<file path="src/rtl/exc_pkg.sv">
package exc_pkg;

   localparam int CAUSE_W = 3;
   localparam int NSTG    = 3;   // decode, execute, memory

   typedef enum logic [CAUSE_W-1:0] {
      CAUSE_IRQ     = 3'd0,
      CAUSE_FETCH   = 3'd1,
      CAUSE_ILLEGAL = 3'd2,
      CAUSE_OVF     = 3'd3,
      CAUSE_DADDR   = 3'd4
   } cause_e;

   typedef struct packed {
      logic   valid;
      logic   exc;
      cause_e cause;
      logic   rfe;
   } itag_t;

   // fault code raised inside a given pipeline register stage
   function automatic cause_e stage_cause(input int stg);
      case (stg)
         0:       return CAUSE_ILLEGAL;
         1:       return CAUSE_OVF;
         default: return CAUSE_DADDR;
      endcase
   endfunction

endpackage

</file>
<file path="src/rtl/exc_pipe_stage.sv">
module exc_pipe_stage
   import exc_pkg::*;
#(
   parameter int unsigned PC_W = 32,
   parameter int          STG  = 0
)(
   input  logic            clk,
   input  logic            rst_n,
   input  logic            flush,
   input  itag_t           in_tag,
   input  logic [PC_W-1:0] in_pc,
   input  logic            flag,
   input  logic            rfe_in,
   output itag_t           out_tag,
   output logic [PC_W-1:0] out_pc
);

   itag_t           q_tag;
   logic [PC_W-1:0] q_pc;

   always_ff @(posedge clk) begin
      if (!rst_n) begin
         q_tag <= '0;
         q_pc  <= '0;
      end else if (flush) begin
         q_tag <= '0;
         q_pc  <= in_pc;
      end else begin
         q_tag <= in_tag;
         q_pc  <= in_pc;
      end
   end

   // a fault from an earlier stage keeps its code; a bubble never faults
   always_comb begin
      out_tag.valid = q_tag.valid;
      out_tag.exc   = q_tag.valid & (q_tag.exc | flag);
      out_tag.cause = q_tag.exc ? q_tag.cause : stage_cause(STG);
      out_tag.rfe   = q_tag.valid & (q_tag.rfe | rfe_in);
   end
   assign out_pc = q_pc;

   // a flushed stage holds a bubble on the next cycle
   a_r6_flush_kills: assert property (@(posedge clk) disable iff (!rst_n)
      flush |=> !out_tag.valid);

endmodule

</file>
<file path="src/rtl/exc_commit_ctrl.sv">
module exc_commit_ctrl
   import exc_pkg::*;
#(
   parameter int unsigned     PC_W       = 32,
   parameter logic [PC_W-1:0] HANDLER_PC = 'h80
)(
   input  logic            clk,
   input  logic            rst_n,
   input  itag_t           m_tag,
   input  logic [PC_W-1:0] m_pc,
   input  logic            ext_irq,
   output logic            flush,
   output logic [PC_W-1:0] redirect_pc,
   output logic            wb_valid,
   output logic [PC_W-1:0] wb_pc,
   output cause_e          cause,
   output logic [PC_W-1:0] epc,
   output logic            irq_en,
   output logic            kernel_mode
);

   logic take_irq, take_exc, take_rfe;

   assign take_irq = m_tag.valid & ext_irq & irq_en;
   assign take_exc = take_irq | m_tag.exc;
   assign take_rfe = m_tag.rfe & ~take_exc;

   assign flush       = take_exc | take_rfe;
   assign redirect_pc = take_exc ? HANDLER_PC : epc;
   assign wb_valid    = m_tag.valid & ~take_exc;
   assign wb_pc       = m_pc;

   always_ff @(posedge clk) begin
      if (!rst_n) begin
         cause       <= CAUSE_IRQ;
         epc         <= '0;
         irq_en      <= 1'b0;
         kernel_mode <= 1'b1;
      end else if (take_exc) begin
         cause       <= take_irq ? CAUSE_IRQ : m_tag.cause;
         epc         <= m_pc;
         irq_en      <= 1'b0;
         kernel_mode <= 1'b1;
      end else if (take_rfe) begin
         irq_en      <= 1'b1;
         kernel_mode <= 1'b0;
      end
   end

   a_r7_trap_enters_kernel: assert property (@(posedge clk) disable iff (!rst_n)
      take_exc |=> kernel_mode && !irq_en);

   a_r8_rfe_to_user: assert property (@(posedge clk) disable iff (!rst_n)
      take_rfe |=> !kernel_mode && irq_en);

   a_r3_epc_saved: assert property (@(posedge clk) disable iff (!rst_n)
      take_exc |=> epc == $past(m_pc));

   a_r11_bubble_no_flush: assert property (@(posedge clk) disable iff (!rst_n)
      !m_tag.valid |-> !flush);

   a_r10_masked_irq_commits: assert property (@(posedge clk) disable iff (!rst_n)
      (!irq_en && m_tag.valid && !m_tag.exc) |-> wb_valid);

endmodule

</file>
<file path="src/rtl/exc_commit_unit.sv">
module exc_commit_unit
   import exc_pkg::*;
#(
   parameter int unsigned     PC_W       = 32,
   parameter logic [PC_W-1:0] HANDLER_PC = 'h80
)(
   input  logic            clk,
   input  logic            rst_n,
   input  logic            fetch_valid,
   input  logic [PC_W-1:0] fetch_pc,
   input  logic            fetch_addr_fault,
   input  logic            dec_illegal,
   input  logic            dec_rfe,
   input  logic            ex_overflow,
   input  logic            mem_addr_fault,
   input  logic            ext_irq,
   output logic            flush,
   output logic [PC_W-1:0] redirect_pc,
   output logic            wb_valid,
   output logic [PC_W-1:0] wb_pc,
   output logic [2:0]      cause,
   output logic [PC_W-1:0] epc,
   output logic            irq_en,
   output logic            kernel_mode
);

   localparam int LAST = NSTG - 1;

   if (PC_W < 8) begin : g_bad_width
      $error("exc_commit_unit: PC_W must be at least 8");
   end
   if (HANDLER_PC[1:0] != 2'b00) begin : g_bad_handler
      $error("exc_commit_unit: HANDLER_PC must be word aligned");
   end

   itag_t           tag_in  [NSTG];
   itag_t           tag_out [NSTG];
   logic [PC_W-1:0] pc_in   [NSTG];
   logic [PC_W-1:0] pc_out  [NSTG];
   logic [NSTG-1:0] flag_v;
   itag_t           fetch_tag;
   cause_e          cause_q;

   assign flag_v = {mem_addr_fault, ex_overflow, dec_illegal};

   always_comb begin
      fetch_tag.valid = fetch_valid;
      fetch_tag.exc   = fetch_valid & fetch_addr_fault;
      fetch_tag.cause = CAUSE_FETCH;
      fetch_tag.rfe   = 1'b0;
   end

   for (genvar g = 0; g < NSTG; g++) begin : g_stage
      logic rfe_l;
      if (g == 0) begin : g_first
         assign tag_in[g] = fetch_tag;
         assign pc_in[g]  = fetch_pc;
         assign rfe_l     = dec_rfe;
      end else begin : g_next
         assign tag_in[g] = tag_out[g-1];
         assign pc_in[g]  = pc_out[g-1];
         assign rfe_l     = 1'b0;
      end
      exc_pipe_stage #(.PC_W(PC_W), .STG(g)) u_stg (
         .clk     (clk),
         .rst_n   (rst_n),
         .flush   (flush),
         .in_tag  (tag_in[g]),
         .in_pc   (pc_in[g]),
         .flag    (flag_v[g]),
         .rfe_in  (rfe_l),
         .out_tag (tag_out[g]),
         .out_pc  (pc_out[g])
      );
   end

   exc_commit_ctrl #(.PC_W(PC_W), .HANDLER_PC(HANDLER_PC)) u_commit (
      .clk         (clk),
      .rst_n       (rst_n),
      .m_tag       (tag_out[LAST]),
      .m_pc        (pc_out[LAST]),
      .ext_irq     (ext_irq),
      .flush       (flush),
      .redirect_pc (redirect_pc),
      .wb_valid    (wb_valid),
      .wb_pc       (wb_pc),
      .cause       (cause_q),
      .epc         (epc),
      .irq_en      (irq_en),
      .kernel_mode (kernel_mode)
   );

   assign cause = cause_q;

endmodule

</file>
<file path="config.mk">
export PLATFORM = sky130hd
export DESIGN_NAME = exc_commit_unit
export DESIGN_NICKNAME = d
export VERILOG_FILES = /design/src/rtl/exc_pkg.sv /design/src/rtl/exc_pipe_stage.sv /design/src/rtl/exc_commit_ctrl.sv /design/src/rtl/exc_commit_unit.sv
export SDC_FILE = /design/constraint.sdc
export NUM_CORES = 1
export LEC_CHECK = 0
export BUFFER_PORTS_ARGS = -buffer_cell sky130_fd_sc_hd__buf_2
export CAP_MARGIN = 20
export CORE_ASPECT_RATIO = 1.2
export CORE_MARGIN = 4
export CORE_UTILIZATION = 43
export CTS_BUF_LIST = sky130_fd_sc_hd__clkbuf_16
export CTS_CLUSTER_DIAMETER = 60
export DETAILED_ROUTE_END_ITERATION = 12
export PLACE_DENSITY = 0.8
export SLEW_MARGIN = 20
export SYNTH_ARGS = -nofsm -noshare
export SYNTH_HDL_FRONTEND = slang
export SYNTH_SLANG_ARGS = --single-unit
</file>
<file path="constraint.sdc">
create_clock -name clk -period 1.4 [get_ports clk]
set_input_delay 0.14 -clock clk [delete_from_list [all_inputs] [get_ports clk]]
set_output_delay 0.14 -clock clk [all_outputs]
set_load 0.05 [all_outputs]
</file>
==> results.md, run 1 <==
* Status: complete, but fails checks
* Violated checks: negative setup slack
* Fillers at 739
* Die Y at 121.1 um
* Clock root buffer: clkbuf_16
* Port bufs at 143
* Clock Path Buffers at 2
* Wirelength, routed at 12.08 mm
* Via Count at 3763
* Hold WS at 0.04476 ns
* CTS Sinks at 146
* Synth Register Bits at 146
* # setup viols final at 37
* CTS tree: done
* Gr usage total at 0.1849
* Fin worst setup slack at -0.4027 ns
* Max Clk Rate at 554.7 MHz
* Routed wire per std cell at 15.59 um
* Max H-tree Level at 4
* Worst-margin pin slew at 0.3137 ns
* Final Slew Violations at 0
* Worst Clk Skew at 0.007019 ns
* Fin nets at 674
* Cell area after synthesis at 4582 sq um
* Post-Place Cells at 701
* Post-synthesis cell count at 439
* Post-DRT Antenna Nets at 0
* CTS Buf Count at 17
* Initial Util at 0.4378
* Ratio of cells with drive above 1 in the final layout at 0.4025
* Leading area contributor after synthesis: dfxtp_1
* Period utilisation layout at 1.288
* Footprint of the multi-input gates at 1533 sq um
* Die width at 102.2 um
* Register area at 2927 sq um
* Top Ports at 144
* Cell Pwr Density at 1322 nW/um^2
* Drt via density at 4.855
* Main synth FF type: dfxtp_1
* Startpoint types: flop
* Tot Pwr at 9.213 mW
* Slew headroom at 0.7909
* Vias in the first global route at 3596
* Largest fanout on the critical path at 4
* 1st-pass router iterations at 6
* DP HPWL at 6.788 mm
* Placement row count at 41
* Synth Area per Inst at 10.44 sq um
* Global-route wire length before repair at 17.34 mm
* Worst Setup End Kind: output pin
* Post-synth ARST share at 0
* Residual DRC at 0
* Final-report hold violation count at 0
* Post-synth EDFFs at 0
* Count of different cell masters after synthesis at 26
* Synth warnings at 0
* Placed inst area at 5478 sq um
* Seq/Total Area, Yosys at 0.6379
* Area contributors post-synth: dfxtp_1, and2_1, a21boi_1, o21ai_0, nand3_1
* Most frequent cells in the layout: dfxtp_1, buf_2, and2_1
* Worst min path class: in -> reg
* Worst setup path class: reg -> out
* VDD IR max at 0.0009803 V
* Grt ovf at 0
* Ant. Diodes at 0
* Core ar. at 10470 sq um
* CP Data Required Time at 1.26 ns
* Most common cell after layout, fill and taps aside: dfxtp_1
* GP Congestion at 0.7423
* DRT iter0 DRCs at 98
* Pleak at 3.296 nW
* Reg2Reg Setup Slack at -0.08 ns
* Largest net degree at the start of global routing at 92
* Syn_nets at 480
* Post-Layout Inst Area at 6970 sq um
* Fin Setup TNS at -12.00 ns
* Clk Latency, worst-skew pair at 0.41 ns
* Unrepaired setup endpoints after global routing: yes
* MaxCap Viol Count at 0
* Proportion of netlist area held by the largest area contributor at 0.6379
* Area growth syn-to-layout at 52.13%
* Initial antenna violation count at 0
* Min Tclk post-route at 1.803 ns
* Die area at 12380 sq um
* Clock slew at reported path FFs at 0.06 ns
* Finished Layout Cells at 775
* WP data arrival at 1.66 ns
==> power breakdown <==
group / leakage, nW / total [mW] / switching, mW / internal [mW]
clock: 0.274 / 4.28 / 1.68 / 2.60
sequential: 1.20 / 4.32 / 0.0388 / 4.28
combinational: 1.83 / 0.606 / 0.341 / 0.266
total: 3.30 / 9.21 / 2.06 / 7.15
==> state kept, by name, summed over array words and instances, names as in the netlist <==
name / count
u_commit.kernel_mode: 1
u_commit.irq_en: 1
u_commit.cause: 3
g_stage.u_stg.out_pc: 96
g_stage.u_stg.out_tag: 3
u_commit.epc: 32
g_stage.u_stg.q_tag: 10
==> logic make-up after synthesis <==
logic type | count (synthesis) | share of synthesized area
muxes | 1 | 0.002185
AOI/OAI and AO/OA | 76 | 0.1068
and+or+nand+nor | 152 | 0.1925
buffers and inverters | 64 | 0.06062
DFF | 146 | 0.6379
==> metrics by stage <==
step | setup slack [ns] | utilization
final | -0.4027 | 0.6661
after detailed placement | -0.01062 | 0.5234
after global placement | 0.01883 | 0.5234
after CTS | -0.3720 | 0.6356
after global routing | -0.4568 | 0.6661
after floorplan | 0.002944 | -
==> per-layer routing <==
layer | vias up | part of all wire | global-route usage
met3 | 36 | 0.065 | 0.05923
met4 | 0 | 0.038 | 0.09844
met2 | 146 | 0.54 | 0.3252
met5 | - | 0 | 0
li1 | 1802 | - | -
met1 | 1779 | 0.36 | 0.1921
==> path summary, 6_finish.rpt <==
kind	startpoint	endpoint	depth (start not counted)
worst max-delay path	u_commit.irq_en	redirect_pc[13]	6
worst min-delay path	dec_illegal	g_stage[1].u_stg.q_tag[4]	3
worst max register to register	u_commit.irq_en	u_commit.epc[17]	7
worst min register to register	g_stage[1].u_stg.q_tag[1]	g_stage[2].u_stg.q_tag[1]	2
==> repair_timing <==
action / 4_1_cts / 5_1_grt
gates resized for setup: 91 / 84
endpoints found under the hold margin: 36 / 0
endpoints found under the setup margin: 34 / 43
hold buffers: 36 / 0
buffers inserted: 0 / 4
gates cloned: 0 / 3
pin swaps: 0 / 2
==> critical path, stage by stage (launching register included) <==
cell	delay, ns
dfxtp_4	0.35
a211oi_4	0.27
buf_6	0.18
clkbuf_16	0.16
o21ai_2	0.07
inv_2	0.08
buf_8	0.14
==> synth_stat cells, types with 2 or more instances <==
cell      count
and3_1        5
a21boi_1     30
and2_1       99
buf_2         6
nand3_1      33
nor2_1        4
buf_6         4
clkbuf_1     16
nor3_1        2
a21oi_1       6
dfxtp_1     146
o21ai_0      34
buf_1         2
inv_1        35
nand2_1       6
==> final cells by class <==
cell class,count,area share
sequential,146,0.4199
timing repair buffer,203,0.2364
multi-input combinational,229,0.2199
clock buffer,17,0.06103
tap,129,0.02316
clock inverter,15,0.02028
inverter,36,0.01939
No activity file was read; power rests on OpenSTA's default activity.
==> inputs of run 2 (changes only) <==
RECOVER_POWER = 50   (was unset)
==> run 2 against run 1 <==
Compared with the run above: the flow still finishes with violations (negative setup slack); worst hold slack improved by 0.0028 ns; final cell count stayed put; total power decreased by 0.13%; sequential share of layout area grew 0.098 points; register-to-register slack about the same; core utilization decreased by 0.16 points; sequential power hardly changed; count of clock-buffer cells in the layout unchanged; critical endpoint unchanged; largest cell class unchanged.
==> results.md, run 2 (same netlist as run 1, synthesis figures left out) <==
* Status: complete, but fails checks
* Violated checks: negative setup slack
* WP data arrival at 1.66 ns
* GP Congestion at 0.7423
* DP HPWL at 6.788 mm
* Worst min path class: in -> reg
* Tot Pwr at 9.200 mW
* Unrepaired setup endpoints after global routing: yes
* CP Data Required Time at 1.26 ns
* CTS Buf Count at 17
* Worst Setup End Kind: output pin
* Hold WS at 0.04757 ns
* Clk Latency, worst-skew pair at 0.41 ns
* Worst-margin pin slew at 0.7010 ns
* Drt via density at 4.809
* # setup viols final at 40
* Port bufs at 143
* Largest net degree at the start of global routing at 92
* Top Ports at 144
* Die width at 102.2 um
* Die area at 12380 sq um
* Gr usage total at 0.1849
* Max H-tree Level at 4
* Final-report hold violation count at 0
* Final Util at 0.6645
* Initial Util at 0.4378
* Slew headroom at 0.5327
* Fin worst setup slack at -0.3996 ns
* Min Tclk post-route at 1.800 ns
* Most frequent cells in the layout: dfxtp_1, buf_2, and2_1
* Post-DRT Antenna Nets at 0
* Number of flip-flops in the largest register at 96
* Worst setup path class: reg -> out
* Area growth syn-to-layout at 51.78%
* DRT iter0 DRCs at 112
* CTS tree: done
* Period utilisation layout at 1.285
* Final Slew Violations at 0
* Max Clk Rate at 555.7 MHz
* 1st-pass router iterations at 5
* Placement row count at 41
* Grt ovf at 0
* Core ar. at 10470 sq um
* Largest fanout on the critical path at 4
* VDD IR max at 0.0009806 V
* Residual DRC at 0
* Pleak at 3.271 nW
* Post-Place Cells at 701
* Wirelength, routed at 12.09 mm
* Fin nets at 674
* Fin Setup TNS at -12.00 ns
* Via Count at 3727
* CTS Sinks at 146
* Startpoint types: flop
* Critical-path cell list: a211oi_4 -> buf_6 -> clkbuf_16 -> o21ai_2 -> inv_2 -> buf_8
* MaxCap Viol Count at 0
* Most common cell after layout, fill and taps aside: dfxtp_1
* Vias in the first global route at 3596
* Clock root buffer: clkbuf_16
* Cell Pwr Density at 1323 nW/um^2
* Clock slew at reported path FFs at 0.06 ns
* Routed wire per std cell at 15.60 um
* Die Y at 121.1 um
* Worst Clk Skew at 0.007603 ns
* Crit-path slowest cell: dfxtp_4
* Finished Layout Cells at 775
* Ratio of cells with drive above 1 in the final layout at 0.4009
* CP peak stage delay at 0.35 ns
* Global-route wire length before repair at 17.34 mm
* Ant. Diodes at 0
* Clock Path Buffers at 2
* Initial antenna violation count at 0
==> run 2: through the flow <==
step                cell area (sq um)  worst slack [ns]
detailed placement               5478          -0.01062
finish                           6954           -0.3996
floorplan                        4596          0.002944
global route                     6954           -0.4568
CTS                              6651           -0.3720
global placement                 5478           0.01883
==> run 2: report_power, final <==
| group | switching, mW | total [mW] | internal [mW] | leakage (nW) |
|---|---|---|---|---|
| logic | 0.340 | 0.599 | 0.259 | 1.80 |
| registers | 0.0392 | 4.32 | 4.28 | 1.20 |
| clock network | 1.68 | 4.28 | 2.60 | 0.274 |
| total | 2.06 | 9.20 | 7.14 | 3.27 |
==> run 2: critical path, delay by kind of cell (launching register included) <==
family	cells	cell delay [ns]
AOI/OAI and AO/OA	2	0.34
buffers and inverters	4	0.56
DFF	1	0.35
==> run 2: final timing paths <==
kind | from | to | slack, ns | cells after the start
hold reg to reg | g_stage[1].u_stg.q_tag[1] | g_stage[2].u_stg.q_tag[1] | 0.42 | 2
setup / recovery | u_commit.irq_en | redirect_pc[13] | -0.40 | 6
hold / removal | dec_illegal | g_stage[1].u_stg.q_tag[4] | 0.05 | 3
setup reg to reg | u_commit.irq_en | u_commit.epc[17] | -0.08 | 7
==> run 2: what timing repair did <==
item,CTS,global route
endpoints found under the hold margin,36,0
setup buffers,0,4
gates resized for setup,91,84
hold buffers,36,0
cloned,0,3
pin swaps,0,2
setup endpoints to repair,34,43
==> run 2: routing by layer <==
metal | part of all wire | GRT usage
met4 | 0.034 | 0.09844
met2 | 0.54 | 0.3252
met3 | 0.063 | 0.05923
met1 | 0.36 | 0.1921
met5 | 0 | 0
==> run 2: final cells by class <==
| class | instances | area, sq um |
|---|---|---|
| Tap cell | 129 | 161.4 |
| Multi-Input combinational cell | 229 | 1533 |
| Clock buffer | 17 | 425.4 |
| Inverter | 36 | 135.1 |
| Clock inverter | 15 | 141.4 |
| Timing Repair Buffer | 203 | 1632 |
| Fill cell | 741 | 3511 |
| Sequential cell | 146 | 2927 |
==> inputs of run 3 (changes only) <==
ABC_AREA = 1   (was unset)
GPL_TIMING_DRIVEN = 0   (was unset)
==> run 3 against run 2 <==
Compared with the run above: the flow still finishes with violations (negative setup slack); core utilization increased by 4.2 points; sequential share of layout area decreased by 2.8 points; largest power group unchanged; first-iteration DRC count grew 130%; clock skew is 0.00096 ns lower.
==> results.md, run 3 <==
* Status: complete, but fails checks
* Violated checks: negative setup slack
* CTS Buf Count at 17
* Clock Path Buffers at 2
* Clk Latency, worst-skew pair at 0.41 ns
* Fin worst setup slack at -0.3092 ns
* Critical-path cell list: buf_6 -> o21ai_4 -> buf_12 -> buf_16 -> nand3_2 -> inv_2 -> buf_8
* Post-Layout Inst Area at 7467 sq um
* Syn_nets at 596
* Highest routing layer actually used: met4
* Pleak at 4.165 nW
* Initial antenna violation count at 1
* Cell area after synthesis at 4689 sq um
* Met2 Wirelength at 7.458 mm
* Post-DRT Antenna Nets at 0
* Count of different cell masters after synthesis at 20
* Core ar. at 10570 sq um
* Placed inst area at 5568 sq um
* Seq/Total Area, Yosys at 0.6233
* Port bufs at 142
* Placement row count at 41
* Crit-path slowest cell: dfxtp_2
* GP Congestion at 0.7579
* Top cells by count, synth: dfxtp_1, inv_1, nand2_1
* Largest fanout on the critical path at 8
* Synth Area per Inst at 8.450 sq um
* Most common cell in the netlist: dfxtp_1
* Worst Clk Skew at 0.006642 ns
* Drt via density at 4.741
* Die width at 103.3 um
* Worst min path class: in -> reg
* Clock root buffer: clkbuf_16
* Ratio of cells with drive above 1 in the final layout at 0.3778
* Proportion of netlist area held by the largest area contributor at 0.6233
* Routed wire per std cell at 15.40 um
* Number of flip-flops in the largest register at 96
* WP data arrival at 1.57 ns
* CTS Sinks at 146
* Slew headroom at 0.6373
* Worst Setup End Kind: output pin
* Leading area contributor after synthesis: dfxtp_1
* Area growth syn-to-layout at 59.23%
* Worst setup path class: reg -> out
* CP Data Required Time at 1.26 ns
* Buf+Inv Stages, Crit Path at 5
* Initial Util at 0.4438
* Fin nets at 823
* Max H-tree Level at 4
* DRT iter0 DRCs at 253
* 1st-pass router iterations at 7
* Via Count at 4381
* Hold Crit Depth at 3
* Max Clk Rate at 585.1 MHz
* Gr usage total at 0.2153
* Post-synth ARST share at 0
* Post-synth EDFFs at 0
* Synth Register Bits at 146
* Final-report hold violation count at 0
* Fillers at 713
* Global-route wire length before repair at 20.28 mm
* DP HPWL at 7.853 mm
* Main synth FF type: dfxtp_1
* Die area at 12650 sq um
* Unrepaired setup endpoints after global routing: yes
* Wirelength, routed at 14.23 mm
* Final Slew Violations at 0
* Startpoint types: flop
* Grt ovf at 0
* Cell Pwr Density at 1241 nW/um^2
* Reg2reg path depth at 8
* Synth warnings at 0
* Top Ports at 144
* Most common cell after layout, fill and taps aside: dfxtp_1
* Post-synthesis cell count at 555
* Worst Min Path Start: dec_illegal
* Area contributors post-synth: dfxtp_1, inv_1, nand2_1, nand3_1, a21oi_1
* Clock slew at reported path FFs at 0.06 ns
* CP top delay family: buffers and inverters
* VDD IR max at 0.0008746 V
* CTS tree: done
* Min Tclk post-route at 1.709 ns
* # setup viols final at 34
* Met3 WL at 834 um
* FF-to-FF Start: g_stage[2].u_stg.out_tag[5]
* Crit. path cell count at 7
* Residual DRC at 0
* CP peak stage delay at 0.34 ns
* Final Util at 0.7066
* Die Y at 122.4 um
* Period utilisation layout at 1.221
* Vias in the first global route at 4166
* Met1 wire length at 5.140 mm
* Most frequent cells in the layout: dfxtp_1, buf_2, nand2_1, inv_1
* MaxCap Viol Count at 0
* Largest net degree at the start of global routing at 17
* Worst-margin pin slew at 0.5441 ns
* Crit. Startpoint: g_stage[2].u_stg.out_tag[5]
## run 3: changes by cell type after synthesis, sizes merged, moves of 30 or more
cell	change
nand3	+34
a21boi	-31
o21ai	-30
nand2	+107
and2	-99
inv	+104
## run 3: layout make-up
cell class,instances,area (sq um),share of cell area
tap,129,161.4,0.02162
timing repair buffer,209,1692,0.2265
clock buffer,17,425.4,0.05697
antenna,1,2.502,0.0003351
sequential,146,2932,0.3926
buffer,28,203.9,0.02731
multi-input combinational,240,1380,0.1848
inverter,140,530.5,0.07105
clock inverter,14,140.1,0.01877
## run 3: logic make-up (layout without fill, tap and decap cells)
| group | count (synthesis) | in the layout | share of synthesized area |
|---|---|---|---|
| simple gates | 204 | 204 | 0.1913 |
| flops | 146 | 146 | 0.6233 |
| other cells | 0 | 1 | 0 |
| buf+inv | 169 | 408 | 0.1462 |
| compound gates | 36 | 36 | 0.03922 |
## run 3: what timing repair did
action | CTS | global route
setup endpoints to repair | 34 | 35
buffers inserted | 9 | 19
resized for setup | 159 | 59
hold endpoints to repair | 36 | 0
pin swaps | 4 | 3
hold buffers | 36 | 0
gates cloned | 3 | 0
## run 3: layer usage
metal	GRT usage	vias up
li1	-	2099
met1	0.2176	2001
met2	0.3848	214
met3	0.06310	67
met4	0.1255	0
met5	0	-
## run 3: report_power, final
part           total (mW)  internal (mW)  switching (mW)
registers            4.33           4.28          0.0479
logic               0.629          0.248           0.381
clock network        4.31           2.60            1.71
## run 3: final timing paths
| check | endpoint | slack (ns) |
|---|---|---|
| worst max-delay path | redirect_pc[25] | -0.31 |
| worst min-delay path | g_stage[1].u_stg.q_tag[4] | 0.03 |
| worst max register to register | u_commit.epc[25] | 0.03 |
| worst min register to register | g_stage[1].u_stg.out_pc[13] | 0.41 |
## run 3: worst reg2reg max path: cells and delay by family, from the launching register on
kind                   cells  cell delay [ns]
buffers and inverters      6             0.75
DFF                        1             0.34
and+or+nand+nor            1             0.08
AOI/OAI and AO/OA          1             0.07
## run 3: per-stage QoR
step / setup slack [ns] / hold WS (ns) / setup TNS, ns / instances / total power, mW
CTS: -0.2922 / 0.01966 / -8.979 / 905 / 9.258
finish: -0.3092 / 0.03207 / -9.139 / 924 / 9.265
detailed placement: -0.04778 / 0.3227 / -0.1973 / 826 / 4.882
floorplan: 0.04271 / 0.2376 / 0 / 555 / 4.720
global placement: -0.01888 / 0.3215 / -0.02550 / 826 / 4.873
global route: -0.3530 / 0.05182 / -10.91 / 924 / 9.559
